===== src/rtl/cs_pkg.sv =====
package cs_pkg;

  typedef enum logic [2:0] {
    ST_IDLE,
    ST_TX,
    ST_JAM,
    ST_BACKOFF,
    ST_HBWAIT
  } csState_e;

  // strobes from control to datapath
  typedef struct packed {
    logic clrNib;
    logic incNib;
    logic clrColl;
    logic incColl;
    logic loadJam;
    logic loadHb;
    logic loadBackoff;
    logic decTmr;
    logic finish;
    logic finLate;
    logic finLimit;
    logic finHbMiss;
  } csStrobe_t;

endpackage


===== src/rtl/cs_datapath.sv =====
module cs_datapath
  import cs_pkg::*;
#(
  parameter int NIB_W        = 12,
  parameter int SLOT_CLKS    = 128,
  parameter int BO_CAP       = 10,
  parameter int MAX_ATTEMPTS = 16,
  parameter int JAM_CLKS     = 8,
  parameter int HB_CLKS      = 40,
  parameter int COLL_W       = 5,
  parameter int RC_W         = 4,
  parameter int TMR_W        = 17
) (
  input  logic              clk,
  input  logic              rst_n,
  input  csStrobe_t         stb,
  output logic [NIB_W-1:0]  nibCnt,
  output logic [COLL_W-1:0] collCnt,
  output logic              tmrZero,
  output logic              doneStb,
  output logic              stHbMissing,
  output logic              stLate,
  output logic              stRetryLimit,
  output logic [RC_W-1:0]   stRetryCnt
);

  localparam int LFSR_W = 16;

  logic [TMR_W-1:0]  tmr;
  logic [LFSR_W-1:0] lfsr;
  logic [BO_CAP-1:0] slotMask;
  logic [BO_CAP-1:0] slots;
  logic [TMR_W-1:0]  boLoad;

  // mask bit i is set when more than i collisions have happened (cap at BO_CAP)
  always_comb begin
    for (int i = 0; i < BO_CAP; i++) begin
      slotMask[i] = (collCnt > COLL_W'(i));
    end
    slots  = (lfsr[BO_CAP-1:0] ^ lfsr[LFSR_W-1 -: BO_CAP]) & slotMask;
    boLoad = TMR_W'(slots) * TMR_W'(SLOT_CLKS);
  end

  assign tmrZero = (tmr == '0);

  always_ff @(posedge clk) begin
    if (!rst_n) begin
      lfsr <= 16'hACE1;
    end else begin
      lfsr <= {lfsr[LFSR_W-2:0], lfsr[15] ^ lfsr[13] ^ lfsr[12] ^ lfsr[10]};
    end
  end

  always_ff @(posedge clk) begin
    if (!rst_n) begin
      nibCnt  <= '0;
      collCnt <= '0;
      tmr     <= '0;
    end else begin
      if (stb.clrNib)       nibCnt <= '0;
      else if (stb.incNib)  nibCnt <= nibCnt + 1'b1;

      if (stb.clrColl)      collCnt <= '0;
      else if (stb.incColl) collCnt <= collCnt + 1'b1;

      if (stb.loadJam)          tmr <= TMR_W'(JAM_CLKS - 1);
      else if (stb.loadHb)      tmr <= TMR_W'(HB_CLKS - 1);
      else if (stb.loadBackoff) tmr <= boLoad;
      else if (stb.decTmr)      tmr <= tmr - 1'b1;
    end
  end

  always_ff @(posedge clk) begin
    if (!rst_n) begin
      doneStb      <= 1'b0;
      stHbMissing  <= 1'b0;
      stLate       <= 1'b0;
      stRetryLimit <= 1'b0;
      stRetryCnt   <= '0;
    end else begin
      doneStb <= stb.finish;
      if (stb.finish) begin
        stHbMissing  <= stb.finHbMiss;
        stLate       <= stb.finLate;
        stRetryLimit <= stb.finLimit;
        stRetryCnt   <= stb.finLimit ? RC_W'(MAX_ATTEMPTS - 1) : collCnt[RC_W-1:0];
      end
    end
  end

endmodule


===== src/rtl/cs_ctrl.sv =====
module cs_ctrl
  import cs_pkg::*;
#(
  parameter int NIB_W            = 12,
  parameter int MAX_ATTEMPTS     = 16,
  parameter int COLL_W           = 5,
  parameter int LATE_LONG_BYTES  = 64,
  parameter int LATE_SHORT_BYTES = 56
) (
  input  logic              clk,
  input  logic              rst_n,
  input  logic              cfgHeartbeat,
  input  logic              cfgForceColl,
  input  logic              cfgStopBackoff,
  input  logic              cfgLateSel,
  input  logic              cfgFullDuplex,
  input  logic              txReq,
  input  logic [NIB_W-1:0]  frameNibbles,
  input  logic              phyCol,
  input  logic              phyCrs,
  input  logic [NIB_W-1:0]  nibCnt,
  input  logic [COLL_W-1:0] collCnt,
  input  logic              tmrZero,
  output csStrobe_t         stb,
  output logic              txEn,
  output logic              jamEn,
  output logic              inBackoff
);

  localparam logic [NIB_W-1:0] LATE_LONG_NIB  = NIB_W'(2 * LATE_LONG_BYTES);
  localparam logic [NIB_W-1:0] LATE_SHORT_NIB = NIB_W'(2 * LATE_SHORT_BYTES);

  csState_e state, stateNxt;
  logic     colHit, lateHit, lastNib, hbOn, frozen;

  assign colHit  = (phyCol | (cfgForceColl & (nibCnt == '0))) & ~cfgFullDuplex;
  assign lateHit = nibCnt >= (cfgLateSel ? LATE_SHORT_NIB : LATE_LONG_NIB);
  assign lastNib = (nibCnt == frameNibbles - 1'b1);
  assign hbOn    = cfgHeartbeat & ~cfgFullDuplex;
  assign frozen  = cfgStopBackoff & phyCrs;

  always_comb begin
    stb      = '0;
    stateNxt = state;
    unique case (state)
      ST_IDLE: if (txReq) begin
        stateNxt    = ST_TX;
        stb.clrNib  = 1'b1;
        stb.clrColl = 1'b1;
      end
      ST_TX: begin
        if (colHit) begin
          if (lateHit) begin
            stateNxt    = ST_IDLE;
            stb.finish  = 1'b1;
            stb.finLate = 1'b1;
          end else begin
            stateNxt    = ST_JAM;
            stb.incColl = 1'b1;
            stb.loadJam = 1'b1;
          end
        end else if (lastNib) begin
          if (hbOn) begin
            stateNxt   = ST_HBWAIT;
            stb.loadHb = 1'b1;
          end else begin
            stateNxt   = ST_IDLE;
            stb.finish = 1'b1;
          end
        end else begin
          stb.incNib = 1'b1;
        end
      end
      ST_JAM: begin
        if (!tmrZero) begin
          stb.decTmr = 1'b1;
        end else if (collCnt == COLL_W'(MAX_ATTEMPTS)) begin
          stateNxt     = ST_IDLE;
          stb.finish   = 1'b1;
          stb.finLimit = 1'b1;
        end else begin
          stateNxt        = ST_BACKOFF;
          stb.loadBackoff = 1'b1;
        end
      end
      ST_BACKOFF: if (!frozen) begin
        if (tmrZero) begin
          stateNxt   = ST_TX;
          stb.clrNib = 1'b1;
        end else begin
          stb.decTmr = 1'b1;
        end
      end
      ST_HBWAIT: begin
        if (phyCol) begin
          stateNxt   = ST_IDLE;
          stb.finish = 1'b1;
        end else if (tmrZero) begin
          stateNxt      = ST_IDLE;
          stb.finish    = 1'b1;
          stb.finHbMiss = 1'b1;
        end else begin
          stb.decTmr = 1'b1;
        end
      end
      default: stateNxt = ST_IDLE;
    endcase
  end

  always_ff @(posedge clk) begin
    if (!rst_n) state <= ST_IDLE;
    else        state <= stateNxt;
  end

  assign txEn      = (state == ST_TX) | (state == ST_JAM);
  assign jamEn     = (state == ST_JAM);
  assign inBackoff = (state == ST_BACKOFF);

endmodule


===== src/rtl/coll_supervisor.sv =====
module coll_supervisor
  import cs_pkg::*;
#(
  parameter int NIB_W            = 12,
  parameter int SLOT_CLKS        = 128,
  parameter int BO_CAP           = 10,
  parameter int MAX_ATTEMPTS     = 16,
  parameter int JAM_CLKS         = 8,
  parameter int HB_CLKS          = 40,
  parameter int LATE_LONG_BYTES  = 64,
  parameter int LATE_SHORT_BYTES = 56,
  localparam int RC_W   = $clog2(MAX_ATTEMPTS),
  localparam int COLL_W = $clog2(MAX_ATTEMPTS + 1),
  localparam int TMR_W  = $clog2(((1 << BO_CAP) - 1) * SLOT_CLKS + HB_CLKS + JAM_CLKS + 1)
) (
  input  logic             clk,
  input  logic             rst_n,
  input  logic             cfgHeartbeat,
  input  logic             cfgForceColl,
  input  logic             cfgStopBackoff,
  input  logic             cfgLocalProtect,
  input  logic             cfgLateSel,
  input  logic             cfgFullDuplex,
  input  logic             txReq,
  input  logic [NIB_W-1:0] frameNibbles,
  input  logic             phyCol,
  input  logic             phyCrs,
  input  logic             rxDvIn,
  output logic             txEn,
  output logic             jamEn,
  output logic             rxDvOut,
  output logic             doneStb,
  output logic             stHbMissing,
  output logic             stLate,
  output logic             stRetryLimit,
  output logic [RC_W-1:0]  stRetryCnt
);

  csStrobe_t         stb;
  logic [NIB_W-1:0]  nibCnt;
  logic [COLL_W-1:0] collCnt;
  logic              tmrZero;
  logic              inBackoff;

  cs_ctrl #(
    .NIB_W(NIB_W), .MAX_ATTEMPTS(MAX_ATTEMPTS), .COLL_W(COLL_W),
    .LATE_LONG_BYTES(LATE_LONG_BYTES), .LATE_SHORT_BYTES(LATE_SHORT_BYTES)
  ) u_ctrl (
    .clk(clk), .rst_n(rst_n),
    .cfgHeartbeat(cfgHeartbeat), .cfgForceColl(cfgForceColl),
    .cfgStopBackoff(cfgStopBackoff), .cfgLateSel(cfgLateSel),
    .cfgFullDuplex(cfgFullDuplex), .txReq(txReq), .frameNibbles(frameNibbles),
    .phyCol(phyCol), .phyCrs(phyCrs), .nibCnt(nibCnt), .collCnt(collCnt),
    .tmrZero(tmrZero), .stb(stb), .txEn(txEn), .jamEn(jamEn), .inBackoff(inBackoff)
  );

  cs_datapath #(
    .NIB_W(NIB_W), .SLOT_CLKS(SLOT_CLKS), .BO_CAP(BO_CAP),
    .MAX_ATTEMPTS(MAX_ATTEMPTS), .JAM_CLKS(JAM_CLKS), .HB_CLKS(HB_CLKS),
    .COLL_W(COLL_W), .RC_W(RC_W), .TMR_W(TMR_W)
  ) u_dp (
    .clk(clk), .rst_n(rst_n), .stb(stb), .nibCnt(nibCnt), .collCnt(collCnt),
    .tmrZero(tmrZero), .doneStb(doneStb), .stHbMissing(stHbMissing),
    .stLate(stLate), .stRetryLimit(stRetryLimit), .stRetryCnt(stRetryCnt)
  );

  // receive path blocked during transmit unless local protect is set
  assign rxDvOut = rxDvIn & (cfgLocalProtect | ~txEn);

endmodule


===== config.mk =====
export PLATFORM = sky130hd
export DESIGN_NAME = coll_supervisor
export DESIGN_NICKNAME = d
export VERILOG_FILES = /design/src/rtl/cs_pkg.sv /design/src/rtl/cs_datapath.sv /design/src/rtl/cs_ctrl.sv /design/src/rtl/coll_supervisor.sv
export SDC_FILE = /design/constraint.sdc
export NUM_CORES = 1
export LEC_CHECK = 0
export BUFFER_PORTS_ARGS = -buffer_cell sky130_fd_sc_hd__buf_2
export CORE_AREA = 2 2 105 107
export DETAILED_ROUTE_END_ITERATION = 8
export DIE_AREA = 0 0 107 109
export HOLD_SLACK_MARGIN = 0.02
export MAX_ROUTING_LAYER = met4
export PLACE_DENSITY_LB_ADDON = 0.15
export SLEW_MARGIN = 20
export SYNTH_ARGS = -nofsm -noshare
export SYNTH_HDL_FRONTEND = slang
export SYNTH_SLANG_ARGS = --single-unit

===== constraint.sdc =====
create_clock -name clk -period 3.8 [get_ports clk]
set_input_delay 0.38 -clock clk [delete_from_list [all_inputs] [get_ports clk]]
set_output_delay 0.38 -clock clk [all_outputs]
set_load 0.05 [all_outputs]

==> flow_metrics.py <==
metrics = {
    "logic_synthesis": {
        "synthesis.nets": 476,
        "synthDistinctLibCells": 54,
        "yosysTopAreaCell": "dfxtp_1",
        "ys_seq_area_share_pct": 33.8,
        "ys.flop_type": "dfxtp_1",
        "synthCells": 439,
        "async_flop_share_pct": 0,
        "yosysWarnings": 0,
        "synth_edf_count": 0,
        "synth_top_area_share_pct": 33.8,
        "ys_ff_latch": 61,
        "syn_avg_cell_area_sq_um": 8.24,
        "synthTopCellsByArea": "dfxtp_1, xor2_1, ha_1",
        "syn_area_sq_um": 3620,
    },
    "route": {
        "vias": 3177,
        "vias_per_cell": 5.15,
        "drc_errors": 0,
        "first_iter_violations": 158,
        "postRouteAntennaNets": 0,
        "first_pass_iters": 5,
        "drt_wl_total_mm": 8.79,
        "wl_per_cell_um": 14.2,
    },
    "floorplan": {
        "die_y_um": 109,
        "num_rows": 38,
        "floorplan.initialDensity_pct": 34.1,
        "core_sq_um": 10600,
        "die_area_sq_um": 11700,
        "fp.dieW_um": 107,
        "ios": 35,
    },
    "clock_network": {
        "cts_made_buffers": 9,
        "postCtsHoldBufs": 0,
        "postCtsSetupBuffers": 0,
        "cts.sinks": 61,
        "clk_path_buf_depth": 2,
        "cts_tree": "built",
        "clock_latency_ps": 340,
        "cts_resized": 0,
        "cts_max_level": 3,
        "path_clk_slew_ps": 70,
        "root_buffer": "clkbuf_8",
    },
    "timing": {
        "slew_violations": 0,
        "finalHoldViolations": 0,
        "fin_crit_sh_pct": 71.0,
        "finClkSkew_ps": 8.35,
        "worst_pin_slew_ps": 974,
        "period_minus_slack_ps": 2700,
        "max-slew-margin-rel_pct": 34.7,
        "final.setup.tns_ps": 0,
        "setup_viol": 0,
        "rsz0062_at_grt": "false",
        "fmax_mhz": 371,
    },
    "setup_path": {
        "crit_fanout": 11,
        "arrival_ps": 2920,
        "ff2ff_path_depth": 8,
        "r2r-end": "u_dp.tmr[13]$_SDFFE_PP0P_",
        "rrSetupSlack_ps": 1100,
        "worstSetupStartpointType": "flop",
        "crit_type": "reg -> reg",
        "r2r-start": "u_dp.tmr[0]$_SDFFE_PN0P_",
        "critical_path_required_ps": 4020,
        "crit_path_end_kind": "flop",
    },
    "power_and_ir_drop": {
        "total_power_w": 0.00244,
        "power_leakage_nw": 1.53,
        "powerDensity_nw_per_um2": 596,
        "vdd_drop_max_mv": 0.258,
    },
    "worst_hold_path": {
        "worstHoldPathCells": 4,
        "hp-class": "in -> reg",
        "hold_end": "u_dp.stHbMissing$_SDFFE_PN0P_",
        "min_from": "phyCol",
    },
    "final_layout": {
        "diodes": 0,
        "area.growth.synth_to_final_pct": 13.4,
        "drive_gt1_share_pct": 13.6,
        "nets": 509,
    },
    "flow_run": {
        "drv_cap": 0,
    },
    "placement": {
        "portBuffers": 34,
        "dp_hpwl_mm": 6.57,
        "gp_congestion": 0.871,
    },
    "grt": {
        "grt_pass1_wl_mm": 14.9,
        "grtUsageTotal_pct": 16.6,
        "antenna_found_initial": 0,
        "grt_overflow": 0,
        "first_global_vias": 3014,
        "grt_max_degree": 36,
    },
    "status": {
        "status": "complete, no violations",
    },
}
[report_power, final]
group / leakage, nW / internal [W] / switching (W) / total [W]
Combinational: 0.933 / 0.000407 / 0.000630 / 0.00104
Clock: 0.0987 / 0.000299 / 0.000258 / 0.000557
Sequential: 0.498 / 0.000737 / 0.000112 / 0.000849
[cell usage in the layout, fill, tap and decap left out, drive strengths merged, types with 17 or more instances in the layout]
master / netlist / routed
nand3: 23 / 23
o21ai: 24 / 24
dfxtp: 61 / 61
a21oi: 31 / 31
xor2: 25 / 25
buf: 5 / 36
nand2: 32 / 32
nor3: 20 / 20
nor2: 25 / 25
xnor2: 18 / 18
nand2b: 20 / 20
inv: 17 / 17
[state kept, by name, indices dropped and copies added (netlist names)]
register	count
u_dp.collCnt	5
u_dp.lfsr	16
u_dp.doneStb	1
u_dp.stHbMissing	1
u_dp.tmr	17
u_dp.stRetryCnt	4
u_dp.nibCnt	12
u_ctrl.state	3
u_dp.stRetryLimit	1
u_dp.stLate	1
[routing by layer]
layer,vias up,track usage [%],share of wire (%)
met5,-,-,0
met4,0,6.31,1.8
met3,13,3.11,3.6
met2,59,25.3,45
met1,1456,22.0,50
li1,1649,-,-
[worst max-delay path: stages, from the launching register on]
cell	delay (ps)
dfxtp_1	340
inv_1	130
ha_1	180
or4b_2	620
nor4_4	410
and2_1	470
nor2_1	120
o21ai_0	200
a31oi_1	90
[synth_stat cells, types with 17 or more instances]
master	number
dfxtp_1	61
nand2_1	32
a21oi_1	31
nor2_1	25
xor2_1	25
nand3_1	23
o21ai_0	22
nand2b_1	20
nor3_1	18
xnor2_1	18
inv_1	17
[worst max path at each step]
stage	cells past startpoint	end	slack, ps	start
after floorplan	10	u_dp.tmr[3]$_SDFFE_PP0P_	1450	frameNibbles[0]
after global placement	7	u_dp.stRetryCnt[1]$_SDFFE_PN0P_	1000	frameNibbles[3]
after detailed placement	7	u_dp.stRetryCnt[3]$_SDFFE_PN0P_	920	frameNibbles[3]
after CTS	8	u_dp.tmr[13]$_SDFFE_PP0P_	1060	u_dp.tmr[0]$_SDFFE_PN0P_
after global routing	8	u_dp.tmr[13]$_SDFFE_PP0P_	850	u_dp.tmr[0]$_SDFFE_PN0P_
final	8	u_dp.tmr[13]$_SDFFE_PP0P_	1100	u_dp.tmr[0]$_SDFFE_PN0P_
[cell families (layout without fill, tap and decap cells)]
| kind of cell | Yosys count | in the layout | synth area share (%) |
|---|---|---|---|
| buffers and inverters | 31 | 69 | 3.63 |
| AOI/OAI and AO/OA | 94 | 94 | 16.3 |
| xor gates and xnor gates | 43 | 43 | 10.4 |
| DFF | 61 | 61 | 33.8 |
| muxes | 9 | 9 | 2.49 |
| and+or+nand+nor | 188 | 188 | 28.9 |
| adders and majority gates | 13 | 13 | 4.50 |
[layout make-up]
cell class / count / area (sq um)
timing repair buffer: 36 / 185
clock buffer: 9 / 124
clock inverter: 7 / 66.3
multi-input combinational: 347 / 2260
tap: 140 / 175
sequential: 61 / 1220
fill: 1115 / 6500
inverter: 17 / 63.8
[metrics by stage]
step                      std cells  hold WS (ps)  worst slack [ps]  utilization [%]  instance area [sq um]
after global placement          601           440              1000             36.9                   3910
after detailed placement        601           446               916             36.9                   3910
after floorplan                 439           431              1450                -                   3620
after global routing            617           429               846             38.7                   4100
final                           617           432              1100             38.7                   4100
after CTS                       617           409              1060             38.7                   4100
Note: power is estimated with default switching activity, not from simulation.
